==> src/rtl/timer_pkg.sv <==
package timer_pkg;
  typedef enum logic [1:0] {
    SRC_SYS      = 2'b00,
    SRC_RTC      = 2'b01,
    SRC_EVT_FALL = 2'b10,
    SRC_EVT_RISE = 2'b11
  } src_e;

  typedef enum logic [1:0] {
    ADR_CTRL   = 2'd0,
    ADR_RELOAD = 2'd1,
    ADR_COUNT  = 2'd2,
    ADR_STATUS = 2'd3
  } adr_e;

  localparam int CB_EN   = 0;
  localparam int CB_RLD  = 1;
  localparam int CB_CONT = 2;
  localparam int CB_DIV  = 3;
  localparam int CB_SRC  = 5;
  localparam int CB_FRZ  = 7;
  localparam int CTRL_W  = 8;
endpackage

==> src/rtl/timer_rst_sync.sv <==
module timer_rst_sync (
  input  logic clk,
  input  logic rst_n,
  output logic rst_ns
);
  logic [1:0] sh_q;

  always_ff @(posedge clk or negedge rst_n) begin
    if (!rst_n) sh_q <= 2'b00;
    else        sh_q <= {sh_q[0], 1'b1};
  end

  assign rst_ns = sh_q[1];
endmodule

==> src/rtl/timer_in_sync.sv <==
module timer_in_sync #(
  parameter int STAGES = 2
) (
  input  logic clk,
  input  logic rst_n,
  input  logic din,
  output logic lvl,
  output logic prev
);
  logic [STAGES:0] sh_q;

  always_ff @(posedge clk or negedge rst_n) begin
    if (!rst_n) sh_q <= '0;
    else        sh_q <= {sh_q[STAGES-1:0], din};
  end

  assign lvl  = sh_q[STAGES-1];
  assign prev = sh_q[STAGES];
endmodule

==> src/rtl/timer_prescaler.sv <==
module timer_prescaler #(
  parameter int W = 8
) (
  input  logic       clk,
  input  logic       rst_n,
  input  logic       clr,
  input  logic       adv,
  input  logic [1:0] ratio,
  output logic       tick
);
  logic [W-1:0] cnt_q, cnt_d, limit;
  logic [31:0]  lim_wide;

  always_comb begin
    lim_wide = (32'd4 << {ratio, 1'b0}) - 32'd1;
    limit    = lim_wide[W-1:0];
    tick     = adv && (cnt_q >= limit);
    cnt_d    = cnt_q;
    if (clr)       cnt_d = '0;
    else if (tick) cnt_d = '0;
    else if (adv)  cnt_d = cnt_q + 1'b1;
  end

  always_ff @(posedge clk or negedge rst_n) begin
    if (!rst_n) cnt_q <= '0;
    else        cnt_q <= cnt_d;
  end
endmodule

==> src/rtl/timer_count.sv <==
module timer_count #(
  parameter int W = 16
) (
  input  logic         clk,
  input  logic         rst_n,
  input  logic         load,
  input  logic         step,
  input  logic         cont,
  input  logic [W-1:0] reload_val,
  output logic [W-1:0] count,
  output logic         eoc
);
  logic [W-1:0] cnt_q, cnt_d;

  always_comb begin
    eoc   = step && (cnt_q <= W'(1));
    cnt_d = cnt_q;
    if (load)      cnt_d = reload_val;
    else if (eoc)  cnt_d = cont ? reload_val : '0;
    else if (step) cnt_d = cnt_q - 1'b1;
  end

  always_ff @(posedge clk or negedge rst_n) begin
    if (!rst_n) cnt_q <= '0;
    else        cnt_q <= cnt_d;
  end

  assign count = cnt_q;
endmodule

==> src/rtl/reload_timer.sv <==
module reload_timer #(
  parameter int CNT_W       = 16,
  parameter int PRE_W       = 8,
  parameter int SYNC_STAGES = 2
) (
  input  logic             clk,
  input  logic             rst_n,
  input  logic             bus_sel,
  input  logic             bus_wr,
  input  logic             bus_rd,
  input  logic [1:0]       bus_addr,
  input  logic [CNT_W-1:0] bus_wdata,
  output logic [CNT_W-1:0] bus_rdata,
  input  logic             rtc_tick,
  input  logic             evt_in,
  input  logic             dbg_break,
  output logic             irq
);
  import timer_pkg::*;

  localparam int N_IN = 2;

  logic                rst_ns;
  logic [CTRL_W-1:0]   ctrl_q, ctrl_d;
  logic [CNT_W-1:0]    reload_q, reload_d, count_q;
  logic                flag_q, flag_d;
  logic                ctrl_wr, reload_wr, stat_rd, en_start;
  logic                freeze, run, pre_tick, src_pulse, step, eoc;
  logic [N_IN-1:0]     in_raw, in_lvl, in_prev;
  src_e                src;

  timer_rst_sync u_rst (.clk(clk), .rst_n(rst_n), .rst_ns(rst_ns));

  assign in_raw = {evt_in, rtc_tick};

  genvar gi;
  generate
    for (gi = 0; gi < N_IN; gi++) begin : g_sync
      timer_in_sync #(.STAGES(SYNC_STAGES)) u_sync (
        .clk(clk), .rst_n(rst_ns), .din(in_raw[gi]),
        .lvl(in_lvl[gi]), .prev(in_prev[gi])
      );
    end
  endgenerate

  assign ctrl_wr   = bus_sel && bus_wr && (bus_addr == ADR_CTRL);
  assign reload_wr = bus_sel && bus_wr && (bus_addr == ADR_RELOAD);
  assign stat_rd   = bus_sel && bus_rd && (bus_addr == ADR_STATUS);
  assign en_start  = ctrl_wr && bus_wdata[CB_EN] && !ctrl_q[CB_EN];

  assign src    = src_e'(ctrl_q[CB_SRC+1:CB_SRC]);
  assign freeze = dbg_break && ctrl_q[CB_FRZ];
  assign run    = ctrl_q[CB_EN] && !freeze;

  timer_prescaler #(.W(PRE_W)) u_pre (
    .clk(clk), .rst_n(rst_ns), .clr(en_start),
    .adv(run && (src == SRC_SYS)),
    .ratio(ctrl_q[CB_DIV+1:CB_DIV]), .tick(pre_tick)
  );

  always_comb begin
    unique case (src)
      SRC_SYS:      src_pulse = pre_tick;
      SRC_RTC:      src_pulse = in_lvl[0] && !in_prev[0];
      SRC_EVT_FALL: src_pulse = !in_lvl[1] && in_prev[1];
      SRC_EVT_RISE: src_pulse = in_lvl[1] && !in_prev[1];
      default:      src_pulse = 1'b0;
    endcase
  end

  assign step = run && src_pulse;

  timer_count #(.W(CNT_W)) u_cnt (
    .clk(clk), .rst_n(rst_ns),
    .load(en_start && bus_wdata[CB_RLD]),
    .step(step), .cont(ctrl_q[CB_CONT]),
    .reload_val(reload_q), .count(count_q), .eoc(eoc)
  );

  always_comb begin
    ctrl_d = ctrl_q;
    if (ctrl_wr)                      ctrl_d = bus_wdata[CTRL_W-1:0];
    else if (eoc && !ctrl_q[CB_CONT]) ctrl_d[CB_EN] = 1'b0;
    reload_d = reload_wr ? bus_wdata : reload_q;
    flag_d   = flag_q;
    if (eoc)          flag_d = 1'b1;
    else if (stat_rd) flag_d = 1'b0;
  end

  always_ff @(posedge clk or negedge rst_ns) begin
    if (!rst_ns) begin
      ctrl_q   <= '0;
      reload_q <= '0;
      flag_q   <= 1'b0;
    end else begin
      ctrl_q   <= ctrl_d;
      reload_q <= reload_d;
      flag_q   <= flag_d;
    end
  end

  always_comb begin
    unique case (adr_e'(bus_addr))
      ADR_CTRL:   bus_rdata = {{(CNT_W-CTRL_W){1'b0}}, ctrl_q};
      ADR_RELOAD: bus_rdata = reload_q;
      ADR_COUNT:  bus_rdata = count_q;
      ADR_STATUS: bus_rdata = {{(CNT_W-1){1'b0}}, flag_q};
      default:    bus_rdata = '0;
    endcase
  end

  assign irq = flag_q;
endmodule

==> config.mk <==
export PLATFORM = sky130hd
export DESIGN_NAME = reload_timer
export DESIGN_NICKNAME = d
export VERILOG_FILES = /design/src/rtl/timer_pkg.sv /design/src/rtl/timer_rst_sync.sv /design/src/rtl/timer_in_sync.sv /design/src/rtl/timer_prescaler.sv /design/src/rtl/timer_count.sv /design/src/rtl/reload_timer.sv
export SDC_FILE = /design/constraint.sdc
export NUM_CORES = 1
export LEC_CHECK = 0
export BUFFER_PORTS_ARGS = -buffer_cell sky130_fd_sc_hd__buf_2
export CORE_MARGIN = 2
export CORE_UTILIZATION = 35
export DETAILED_ROUTE_END_ITERATION = 10
export SYNTH_ARGS = -nofsm -noshare
export SYNTH_HDL_FRONTEND = slang
export SYNTH_SLANG_ARGS = --single-unit
==> constraint.sdc <==
create_clock -name clk -period 2.5 [get_ports clk]
set_input_delay 0.5 -clock clk [delete_from_list [all_inputs] [get_ports clk]]
set_output_delay 0.5 -clock clk [all_outputs]
set_load 0.01 [all_outputs]
==> run metrics <==
status finished, final reports clean; Root Buffer clkbuf_8; FMAX 419.6 MHz; WP data arrival 2630 ps; asr flop ratio synth 100.0%; fraction of layout cells with a size suffix above 1 24.82%; diodes inserted 0; CTS buffer count 9; vias in the first global route 2,900; CORE AREA 0.009196 mm^2; post-CTS sizing 0; number of buffers added on ports 42; post-route insts no fill 530; FILL cells 915; Slew headroom 51.24%; Placed Cells 513; H-tree depth 3; Setup Buffers After CTS 0; RSZ-0062 raised after global routing true; Sequential Power Share 38.9%; total grt overflow 0; Final Cycle Share 95.33%; startpoint types flip-flop; Post-DRT Antenna Nets 0; Avg Inst Size Synth 9.207 um^2; synth top area cells dfrtp_1, nand2_1, mux2_2; nets 449; share of the synthesized area in the top cell type 43.04%; clk_skew 6.785 ps; Num Clock Sinks 57; post-synth top area cell dfrtp_1; DP HPWL 6458 um; DRC Markers 0; Leak 1.727 nW; Worst Path Required 2750 ps; Seq cells post-synth 57; DR WL/cell 16.65 um; Final WS setup 116.7 ps; Crit Path Category reg2reg; sequential share of the synthesized area 43.04%; initial DRC count 170; Die ar. 0.01026 mm^2; actual slew at the worst max-slew pin 731.4 ps; 1st-pass router iterations 4; Crit. End Element flip-flop; Final setup viols 0; internal power 2.287 mW; placement row count 35; Chip Height 101.3 um; Power Dens Cells 957.8 mW/mm^2; Post-Synthesis Cell Area 0.003314 mm^2; Worst-Skew Late Latency 340 ps; most frequent cells in the layout nand2_1, dfrtp_1, buf_2; first-pass GRT wire length 14,590 um; Sw Pwr 1.491 mW; initial antenna violation count 0; final hold violation count 0; IO Count 43; Total Wirelength 8825 um; Cell variety after synth 51; CTS tree done; share of total power in combinational logic 38.5%; initial core utilization 36.04%; pin count of the biggest net entering global routing 24; Critical Path Fanout Max 7; CTS max path bufs 2; FF-to-FF path depth 7; clock group share of total power 22.6%; clock-pin transition on the worst setup and hold timing paths 70 ps; gp weighted congestion 0.8812; Hold WC Path Type reg2async; Synth-to-Final Area Change 18.99%; sw frac 39.47%; Via Count 2,952; net count after synthesis 395; Period minus WS final 2383 ps; maximum vdd drop 0.3763 mV; routed vias/inst 5.570; EDFF count, synth 0; Slew Viols, Final 0; commonest non-fill, non-tap cell in the layout nand2_1; yosys synthesis warning count 0; GRT Total Usage 18.32%; most common flop cell mapped by yosys dfrtp_1; final hold slack 189.9 ps; synthesized instance count 360; Die X 101.3 um; pre-CTS setup slack 162.2 ps; Max-Cap Viols 0
critical path, cell delays in order, from the launching register on:
cell and delay, ps:
dfrtp_1 410, nor2_1 180, ha_1 260, a211oi_1 230
nor4_1 120, nor3_1 530, nand2_1 300, o21ai_0 270
cell families (layout without fill, tap and decap cells):
kind of cell | after synthesis | in the layout | share of synthesized area (%)
compound gates | 84 | 84 | 17.25
xor+xnor | 11 | 11 | 2.907
mux | 26 | 26 | 8.871
simple gates | 135 | 135 | 20.08
buf+inv | 37 | 96 | 4.341
fa+ha+maj | 9 | 9 | 3.398
flops | 57 | 57 | 43.04
other cells | 1 | 1 | 0.1131
worst paths after layout:
check                           slack, ps     startpoint                        to
max in group asynchronous            1670  u_rst.sh_q[1]               reload_q[3]
min in group clk                      260         evt_in  g_sync[1].u_sync.sh_q[0]
worst max-delay path                  120      ctrl_q[3]            u_pre.cnt_q[7]
worst max register to register        120      ctrl_q[3]            u_pre.cnt_q[7]
worst min-delay path                  190  u_rst.sh_q[1]              reload_q[12]
worst min register to register        190  u_rst.sh_q[1]              reload_q[12]
cell usage after synthesis (2+ instances only):
master    instances
inv_1            16
ha_1              9
or4_1             4
or2_2             2
nor4_1            7
dfrtp_1          57
a211oi_1          2
clkbuf_1         16
o211ai_1          3
a31oi_1           5
a21oi_1          11
a22o_1            8
nand3_1          11
o22ai_1           4
o221ai_1         13
nor2b_1           2
nand2_1          70
nand2b_1          3
o31ai_1           2
or3_1             5
nor3_1            5
mux2_2           17
o21ai_0          22
mux2i_1           8
nor2_1           11
o41ai_1           2
xnor2_1          11
nand4_1           2
a22oi_1           3
buf_2             4
a311o_1           2
and2_1            3
o21ai_1           2
metal layers:
layer,vias up,share of wire [%],global-route usage (%)
met2,100,46,28.88
li1,1415,-,-
met1,1421,46,24.63
met4,0,2.1,8.316
met5,-,0,0
met3,16,5.8,3.244
through the flow:
| stage | utilization [%] | setup TNS (ps) | instance area, um^2 | total power, mW |
|---|---|---|---|---|
| floorplan | - | 0 | 3314 | 2.435 |
| global route | 42.88 | -158.6 | 3944 | 4.055 |
| global placement | 40.65 | 0 | 3739 | 2.878 |
| finish | 42.88 | 0 | 3944 | 3.777 |
| CTS | 42.88 | 0 | 3944 | 3.785 |
| detailed placement | 40.65 | 0 | 3739 | 2.919 |
power groups by stage:
| stage | Sequential [mW] | Combinational, mW | Clock (mW) |
|---|---|---|---|
| floorplan | 1.37 | 1.06 | 0 |
| global placement | 1.47 | 1.41 | 0 |
| detailed placement | 1.48 | 1.44 | 0 |
| CTS | 1.46 | 1.45 | 0.874 |
| global route | 1.51 | 1.63 | 0.921 |
| finish | 1.47 | 1.45 | 0.855 |
area by class of cell:
cell class | count | area [um^2] | share of cell area (%)
multi-input cells | 266 | 1744 | 44.23
flip-flops and latches | 57 | 1428 | 36.20
repair buffers | 64 | 377.9 | 9.581
well taps | 111 | 138.9 | 3.522
clock buffers | 9 | 123.9 | 3.141
clock inverters | 7 | 71.32 | 1.808
inverters | 16 | 60.06 | 1.523
flip-flops by register name, summed over array words and instances, names as in the netlist:
| signal | count |
|---|---|
| reload_q | 16 |
| u_rst.sh_q | 2 |
| u_cnt.count | 16 |
| g_sync.u_sync.sh_q | 6 |
| irq | 1 |
| ctrl_q | 8 |
| u_pre.cnt_q | 8 |
repair_timing:
item | CTS | global route
endpoints found under the hold margin | 2 | 0
endpoints found under the setup margin | 0 | 5
hold buffers | 1 | 0
Power figures use the tool's default switching activity.
